`config.mk`:
```
export PLATFORM = sky130hd
export DESIGN_NAME = clksyn_regbank
export DESIGN_NICKNAME = d
export VERILOG_FILES = /design/src/rtl/clksyn_pkg.sv /design/src/rtl/i2c_deglitch.sv /design/src/rtl/i2c_target.sv /design/src/rtl/cfg_regfile.sv /design/src/rtl/clksyn_regbank.sv
export SDC_FILE = /design/constraint.sdc
export NUM_CORES = 1
export LEC_CHECK = 0
export ABC_AREA = 1
export BUFFER_PORTS_ARGS = -buffer_cell sky130_fd_sc_hd__buf_4
export CORE_MARGIN = 2
export CORE_UTILIZATION = 53
export DETAILED_ROUTE_END_ITERATION = 7
export GPL_TIMING_DRIVEN = 0
export MAX_ROUTING_LAYER = met4
export PLACE_DENSITY_LB_ADDON = 0.15
export SLEW_MARGIN = 20
export SYNTH_ARGS = -nofsm -noshare
export SYNTH_HDL_FRONTEND = slang
export SYNTH_SLANG_ARGS = --single-unit
```
`constraint.sdc`:
```
create_clock -name clk -period 1.74 [get_ports clk]
set_input_delay 0.522 -clock clk [delete_from_list [all_inputs] [get_ports clk]]
set_output_delay 0.522 -clock clk [all_outputs]
set_load 0.005 [all_outputs]
```
`src/rtl/clksyn_pkg.sv`:
```
package clksyn_pkg;

  typedef enum logic [2:0] {
    ST_IDLE,
    ST_RX,
    ST_ACK_OUT,
    ST_TX,
    ST_ACK_IN
  } bus_state_e;

  typedef enum logic [1:0] {
    RL_ADDR,
    RL_INDEX,
    RL_DATA
  } rx_role_e;

  localparam int unsigned NUM_RW    = 8;
  localparam logic [7:0]  CMD_IDX   = 8'h08;
  localparam logic [7:0]  VER_IDX   = 8'h10;
  localparam logic [7:0]  REV_IDX   = 8'h11;
  localparam logic [7:0]  STAT_IDX  = 8'h12;
  localparam logic [3:0]  DPA_NIB   = 4'hA;
  localparam logic [3:0]  LOOP_NIB  = 4'h5;
  // registers committed by the loop pattern and by the delay pattern
  localparam logic [NUM_RW-1:0] LOOP_GRP = 8'b0000_1110;
  localparam logic [NUM_RW-1:0] DPA_GRP  = 8'b0010_0000;

  function automatic logic [7:0] rw_reset(input int unsigned k);
    case (k)
      0:       return 8'h41;
      2:       return 8'hFF;
      3:       return 8'h0F;
      5:       return 8'h03;
      7:       return 8'h80;
      default: return 8'h00;
    endcase
  endfunction

  function automatic logic [7:0] nib_inc(input logic [7:0] idx);
    return {idx[7:4], idx[3:0] + 4'd1};
  endfunction

endpackage

```
`src/rtl/i2c_deglitch.sv`:
```
module i2c_deglitch #(
  parameter int unsigned SYNC_STAGES = 2,
  parameter int unsigned FILT_LEN    = 3
) (
  input  logic clk,
  input  logic rst,
  input  logic din,
  output logic dout
);
  localparam int unsigned CW = $clog2(FILT_LEN + 1);

  logic [SYNC_STAGES-1:0] sync_q;
  logic [CW-1:0]          agree_cnt;
  logic                   samp;

  assign samp = sync_q[SYNC_STAGES-1];

  always_ff @(posedge clk) begin
    if (rst) begin
      sync_q    <= '1;
      agree_cnt <= '0;
      dout      <= 1'b1;
    end else begin
      sync_q <= {sync_q[SYNC_STAGES-2:0], din};
      if (samp == dout) begin
        agree_cnt <= '0;
      end else if (agree_cnt == CW'(FILT_LEN - 1)) begin
        dout      <= samp;
        agree_cnt <= '0;
      end else begin
        agree_cnt <= agree_cnt + 1'b1;
      end
    end
  end
endmodule

```
`src/rtl/i2c_target.sv`:
```
module i2c_target
  import clksyn_pkg::*;
#(
  parameter logic [6:0] DEV_BASE = 7'h26
) (
  input  logic       clk,
  input  logic       rst,
  input  logic       scl_f,
  input  logic       sda_f,
  input  logic       addr_sel,
  input  logic [7:0] rd_data,
  output logic [7:0] idx,
  output logic       sda_oe,
  output logic       wr_en,
  output logic [7:0] wr_idx,
  output logic [7:0] wr_data
);
  bus_state_e st;
  rx_role_e   role;
  logic       rd_mode;
  logic [3:0] cnt;
  logic [7:0] sh;
  logic       scl_q, sda_q;
  logic       scl_rise, scl_fall, start_c, stop_c;
  logic [6:0] dev_addr;

  assign dev_addr = {DEV_BASE[6:1], addr_sel};
  assign scl_rise = scl_f & ~scl_q;
  assign scl_fall = ~scl_f & scl_q;
  assign start_c  = scl_f & scl_q & sda_q & ~sda_f;
  assign stop_c   = scl_f & scl_q & ~sda_q & sda_f;

  always_ff @(posedge clk) begin
    if (rst) begin
      scl_q   <= 1'b1;
      sda_q   <= 1'b1;
      st      <= ST_IDLE;
      role    <= RL_ADDR;
      rd_mode <= 1'b0;
      cnt     <= '0;
      sh      <= '0;
      idx     <= '0;
      sda_oe  <= 1'b0;
      wr_en   <= 1'b0;
      wr_idx  <= '0;
      wr_data <= '0;
    end else begin
      scl_q <= scl_f;
      sda_q <= sda_f;
      wr_en <= 1'b0;
      if (start_c) begin
        st     <= ST_RX;
        role   <= RL_ADDR;
        cnt    <= '0;
        sda_oe <= 1'b0;
      end else if (stop_c) begin
        st     <= ST_IDLE;
        sda_oe <= 1'b0;
      end else begin
        case (st)
          ST_RX: begin
            if (scl_rise && cnt != 4'd8) begin
              sh  <= {sh[6:0], sda_f};
              cnt <= cnt + 4'd1;
            end else if (scl_fall && cnt == 4'd8) begin
              case (role)
                RL_ADDR: begin
                  if (sh[7:1] == dev_addr) begin
                    rd_mode <= sh[0];
                    sda_oe  <= 1'b1;
                    st      <= ST_ACK_OUT;
                  end else begin
                    st <= ST_IDLE;
                  end
                end
                RL_INDEX: begin
                  idx    <= sh;
                  sda_oe <= 1'b1;
                  st     <= ST_ACK_OUT;
                end
                default: begin
                  wr_en   <= 1'b1;
                  wr_idx  <= idx;
                  wr_data <= sh;
                  idx     <= nib_inc(idx);
                  sda_oe  <= 1'b1;
                  st      <= ST_ACK_OUT;
                end
              endcase
            end
          end
          ST_ACK_OUT: begin
            if (scl_fall) begin
              cnt <= '0;
              if (role == RL_ADDR && rd_mode) begin
                sh     <= rd_data;
                sda_oe <= ~rd_data[7];
                idx    <= nib_inc(idx);
                st     <= ST_TX;
              end else begin
                sda_oe <= 1'b0;
                role   <= (role == RL_ADDR) ? RL_INDEX : RL_DATA;
                st     <= ST_RX;
              end
            end
          end
          ST_TX: begin
            if (scl_fall) begin
              if (cnt == 4'd7) begin
                sda_oe <= 1'b0;
                st     <= ST_ACK_IN;
              end else begin
                sda_oe <= ~sh[6];
                sh     <= {sh[6:0], 1'b0};
                cnt    <= cnt + 4'd1;
              end
            end
          end
          ST_ACK_IN: begin
            if (scl_rise) begin
              if (sda_f) st <= ST_IDLE;
            end else if (scl_fall) begin
              sh     <= rd_data;
              sda_oe <= ~rd_data[7];
              idx    <= nib_inc(idx);
              cnt    <= '0;
              st     <= ST_TX;
            end
          end
          default: ;
        endcase
      end
    end
  end


  foreign_addr_nack_chk: assert property (@(posedge clk) disable iff (rst)
    (st == ST_RX && role == RL_ADDR && scl_fall && cnt == 4'd8 && sh[7:1] != dev_addr)
    |=> !sda_oe);


  sda_scl_low_chk: assert property (@(posedge clk) disable iff (rst)
    !$stable(sda_oe) |-> !scl_f);


  nack_release_chk: assert property (@(posedge clk) disable iff (rst)
    (st == ST_ACK_IN && scl_rise && sda_f) |=> !sda_oe);
endmodule

```
`src/rtl/cfg_regfile.sv`:
```
module cfg_regfile
  import clksyn_pkg::*;
#(
  parameter logic [7:0] CHIP_VER = 8'h17,
  parameter logic [7:0] CHIP_REV = 8'h01
) (
  input  logic                  clk,
  input  logic                  rst,
  input  logic                  wr_en,
  input  logic [7:0]            wr_idx,
  input  logic [7:0]            wr_data,
  input  logic [7:0]            rd_idx,
  input  logic                  pll_lock,
  output logic [7:0]            rd_data,
  output logic [8*NUM_RW-1:0]   cfg_o
);
  localparam int unsigned IW = $clog2(NUM_RW);
  localparam logic [NUM_RW-1:0] DBUF = LOOP_GRP | DPA_GRP;

  logic [8*NUM_RW-1:0] pend_v;
  logic                cmd_wr;
  logic [1:0]          lock_s;

  assign cmd_wr = wr_en && (wr_idx == CMD_IDX);

  always_ff @(posedge clk) begin
    if (rst) lock_s <= '0;
    else     lock_s <= {lock_s[0], pll_lock};
  end

  for (genvar k = 0; k < NUM_RW; k++) begin : g_reg
    logic [7:0] pend_q;

    always_ff @(posedge clk) begin
      if (rst)                              pend_q <= rw_reset(k);
      else if (wr_en && wr_idx == 8'(k))    pend_q <= wr_data;
    end
    assign pend_v[8*k +: 8] = pend_q;

    if (DBUF[k]) begin : g_dbuf
      logic [7:0] live_q;
      logic       commit;
      assign commit = cmd_wr &&
                      ((LOOP_GRP[k] && wr_data[7:4] == LOOP_NIB) ||
                       (DPA_GRP[k]  && wr_data[3:0] == DPA_NIB));
      always_ff @(posedge clk) begin
        if (rst)         live_q <= rw_reset(k);
        else if (commit) live_q <= pend_q;
      end
      assign cfg_o[8*k +: 8] = live_q;


      pend_only_chk: assert property (@(posedge clk) disable iff (rst)
        (wr_en && wr_idx == 8'(k)) |=> $stable(cfg_o[8*k +: 8]));
    end else begin : g_direct
      assign cfg_o[8*k +: 8] = pend_q;


      direct_upd_chk: assert property (@(posedge clk) disable iff (rst)
        (wr_en && wr_idx == 8'(k)) |=> (cfg_o[8*k +: 8] == $past(wr_data)));
    end


    rst_val_chk: assert property (@(posedge clk) disable iff (rst)
      $fell(rst) |-> (cfg_o[8*k +: 8] == rw_reset(k)));
  end

  always_comb begin
    rd_data = 8'h00;
    if (rd_idx < 8'(NUM_RW)) begin
      rd_data = pend_v[8*rd_idx[IW-1:0] +: 8];
    end else begin
      case (rd_idx)
        VER_IDX:  rd_data = CHIP_VER;
        REV_IDX:  rd_data = CHIP_REV;
        STAT_IDX: rd_data = {6'b0, lock_s[1], 1'b0};
        default:  rd_data = 8'h00;
      endcase
    end
  end
endmodule

```
`src/rtl/clksyn_regbank.sv`:
```
module clksyn_regbank
  import clksyn_pkg::*;
#(
  parameter logic [6:0]  DEV_BASE    = 7'h26,
  parameter int unsigned SYNC_STAGES = 2,
  parameter int unsigned FILT_LEN    = 3
) (
  input  logic                clk,
  input  logic                rst,
  input  logic                scl_i,
  input  logic                sda_i,
  output logic                sda_oe_o,
  input  logic                addr_sel_i,
  input  logic                pll_lock_i,
  output logic [8*NUM_RW-1:0] cfg_o
);
  logic       scl_f, sda_f;
  logic [7:0] rd_data, idx, wr_idx, wr_data;
  logic       wr_en;

  i2c_deglitch #(.SYNC_STAGES(SYNC_STAGES), .FILT_LEN(FILT_LEN)) u_scl_flt (
    .clk(clk), .rst(rst), .din(scl_i), .dout(scl_f));

  i2c_deglitch #(.SYNC_STAGES(SYNC_STAGES), .FILT_LEN(FILT_LEN)) u_sda_flt (
    .clk(clk), .rst(rst), .din(sda_i), .dout(sda_f));

  i2c_target #(.DEV_BASE(DEV_BASE)) u_target (
    .clk(clk), .rst(rst), .scl_f(scl_f), .sda_f(sda_f), .addr_sel(addr_sel_i),
    .rd_data(rd_data), .idx(idx), .sda_oe(sda_oe_o),
    .wr_en(wr_en), .wr_idx(wr_idx), .wr_data(wr_data));

  cfg_regfile u_regs (
    .clk(clk), .rst(rst), .wr_en(wr_en), .wr_idx(wr_idx), .wr_data(wr_data),
    .rd_idx(idx), .pll_lock(pll_lock_i), .rd_data(rd_data), .cfg_o(cfg_o));
endmodule

```
==> flow_summary.json <==
{
  "status": "completed",
  "rr_worst_depth": 7,
  "synth.distinct_cells": 37,
  "grt.overflow.total": 0,
  "place.gp.congestion": 0.954,
  "h-tree-depth": 4,
  "final_common_cell": "nand2_1",
  "syn2layout_area_growth_pct": 23.5,
  "rows": 41,
  "layout_common_cells": "nand2_1 (202), dfxtp_1 (148), a21oi_1 (98)",
  "rsz0062_at_grt": "true",
  "dr.pass1.iters": 6,
  "grt_max_degree": 17,
  "cts_made_buffers": 17,
  "syn_area_um2": 6950,
  "period_share_pct": 94.4,
  "grtUsageMet3_pct": 7.58,
  "vias_per_cell": 5.48,
  "io_buffer_count": 69,
  "synth_nets": 992,
  "crit_fanout": 10,
  "core_area_um2": 12700,
  "design_area_um2": 8580,
  "drive_above_1_share_pct": 20.1,
  "relSlewSlack_pct": 58.4,
  "vias": 6938,
  "min_path_cells": 2,
  "antenna_found_initial": 0,
  "cts-root-buf": "clkbuf_16",
  "vdd_drop_max_mv": 0.786,
  "multiInputGateArea_um2": 3380,
  "yosysWarnings": 0,
  "place_hpwl_um": 15100,
  "clk_pin_slew_ns": 0.06,
  "die_h_um": 118,
  "hold_viol": 0,
  "cp-end-kind": "flip-flop",
  "grt_pass1_vias": 6469,
  "grt_usage_pct": 31.7,
  "use_met1_pct": 39.9,
  "clock_path_buffers": 2,
  "seqCellArea_um2": 3090,
  "numClockSinks": 154,
  "clk_latency_ns": 0.43,
  "grt_pass1_wl_um": 33800,
  "met2_usage_pct": 48.0,
  "synth.yosys.seq_area_share_pct": 44.4,
  "pin_count": 71,
  "critPathArrivalTime_ns": 1.96,
  "cap_violations": 0,
  "setup_violations": 0,
  "final_net_count": 1095,
  "place_inst": 1219,
  "hp-class": "in2reg",
  "critical_path_class": "reg2reg",
  "syn-instance-count": 978,
  "fin_crit_ns": 1.64,
  "worstPathRequired_ns": 2.06,
  "grt_most_used_layer": "met2",
  "drc": 0,
  "reg2reg_slack_ns": 0.1,
  "final_cells": 1266,
  "die_x_um": 118,
  "n_antenna_cell": 0,
  "powerDensity_nw_per_um2": 1100,
  "cp-start-kind": "flip-flop",
  "postSynthAreaPerCell_um2": 7.10,
  "cts_tree": "built",
  "start_util_pct": 54.6,
  "routedWlPerCell_um": 16.5,
  "finClkSkew_ns": 0.00779,
  "finalWirelength_um": 20900,
  "dpl_cell_area_um2": 7680,
  "yosys_register_bits": 154,
  "ctsHoldBuffers": 0,
  "fmax_mhz": 609,
  "dieArea_um2": 14000,
  "ant_nets": 0,
  "leakagePower_nw": 3.83,
  "tightest_slew_ns": 0.624,
  "drtIter0Drc": 657,
  "slew_viol_final": 0,
  "nFillCells": 1184
}
==> cells by family after synthesis <==
kind of cell               Yosys count  share of synthesized area, %
adders and majority gates            8                          1.44
xor gates and xnor gates             3                         0.378
AOI/OAI and AO/OA                  223                          17.1
DFF                                154                          44.4
and+or+nand+nor                    437                          27.8
buffers and inverters              153                          8.90
==> routing by layer <==
layer  part of all wire [%]  vias up
met1                     42     3167
met2                     46      293
met3                    8.2       57
li1                       -     3421
met4                    3.6        0
met5                      0        -
==> synth_stat cells, drive strengths merged <==
library cell | count | area, um^2
nor2 | 103 | 427
nand3 | 87 | 440
ha | 8 | 100
o21ai | 97 | 489
dfxtp | 154 | 3080
xor2 | 2 | 17.5
xnor2 | 1 | 8.76
nor3b | 1 | 7.51
a211oi | 2 | 15.0
clkinv | 4 | 15.0
a21oi | 99 | 499
or2 | 4 | 25.0
buf | 23 | 130
nor3 | 7 | 62.6
and2 | 1 | 6.26
a31oi | 1 | 6.26
inv | 102 | 383
nor4 | 2 | 25.0
nand2 | 217 | 842
o211ai | 24 | 180
nand4 | 14 | 87.6
clkbuf | 24 | 90.1
nand3b | 1 | 7.51
==> flip-flops by register name, indices dropped and copies added, names as in the netlist, 2 cells and up <==
signal	count
u_sda_flt.sync_q	2
u_scl_flt.sync_q	2
u_target.st	3
u_target.wr_idx	8
u_target.wr_data	8
u_sda_flt.agree_cnt	2
u_regs.lock_s	2
u_target.idx	8
u_target.role	2
u_regs.g.g_dbuf.live_q	32
u_target.sh	8
u_regs.g.pend_q	64
u_scl_flt.agree_cnt	2
u_target.cnt	4
==> final timing paths <==
| kind | startpoint | to |
|---|---|---|
| worst min register to register | u_regs.lock_s[0]$_SDFF_PP0_ | u_regs.lock_s[1]$_SDFF_PP0_ |
| worst max register to register | u_target.wr_data[6]$_SDFFE_PP0P_ | u_regs.g_reg[1].g_dbuf.live_q[5]$_SDFFE_PP0P_ |
| worst min-delay path | scl_i | u_scl_flt.sync_q[0]$_SDFF_PP1_ |
| worst max-delay path | u_target.wr_data[6]$_SDFFE_PP0P_ | u_regs.g_reg[1].g_dbuf.live_q[5]$_SDFFE_PP0P_ |
==> metrics by stage <==
stage	setup slack [ns]	hold slack, ns	utilization (%)	power [mW]	setup TNS [ns]
5_1_grt	-0.0274	0.275	67.4	9.87	-0.0582
3_5_place_dp	-0.298	0.399	60.4	5.73	-16.67
2_1_floorplan	0.0818	0.388	-	5.23	0
4_1_cts	-0.00885	0.266	65.7	9.33	-0.0133
3_3_place_gp	-0.309	0.393	60.4	5.72	-15.92
6_report	0.0981	0.273	67.4	9.42	0
==> worst max-delay path: stages, from the launching register on <==
cell        delay [ns]
dfxtp_2           0.39
clkinvlp_4        0.17
nor4_4            0.28
buf_4             0.18
nand3_4           0.13
buf_6             0.19
o21ai_1           0.13
a21oi_1           0.05
==> where the power goes <==
part / internal (mW) / total (mW) / switching (mW)
clock: 2.10 / 3.59 / 1.49
combinational: 0.705 / 2.05 / 1.34
sequential: 3.64 / 3.78 / 0.137
==> what timing repair did <==
item                                    4_1_cts  5_1_grt
pin swaps                                     5       10
resized for setup                            20       76
endpoints found under the setup margin       56      102
gates cloned                                  0        0
buffers inserted                              7       11
==> layout make-up <==
cell class | count | area share [%]
multi-input combinational | 671 | 39.4
timing repair buffer | 87 | 7.61
clock buffer | 20 | 5.09
sequential | 154 | 36.1
buffer | 44 | 3.06
clock inverter | 12 | 1.46
tap | 172 | 2.51
inverter | 106 | 4.84
(Power assumes the default switching activity.)
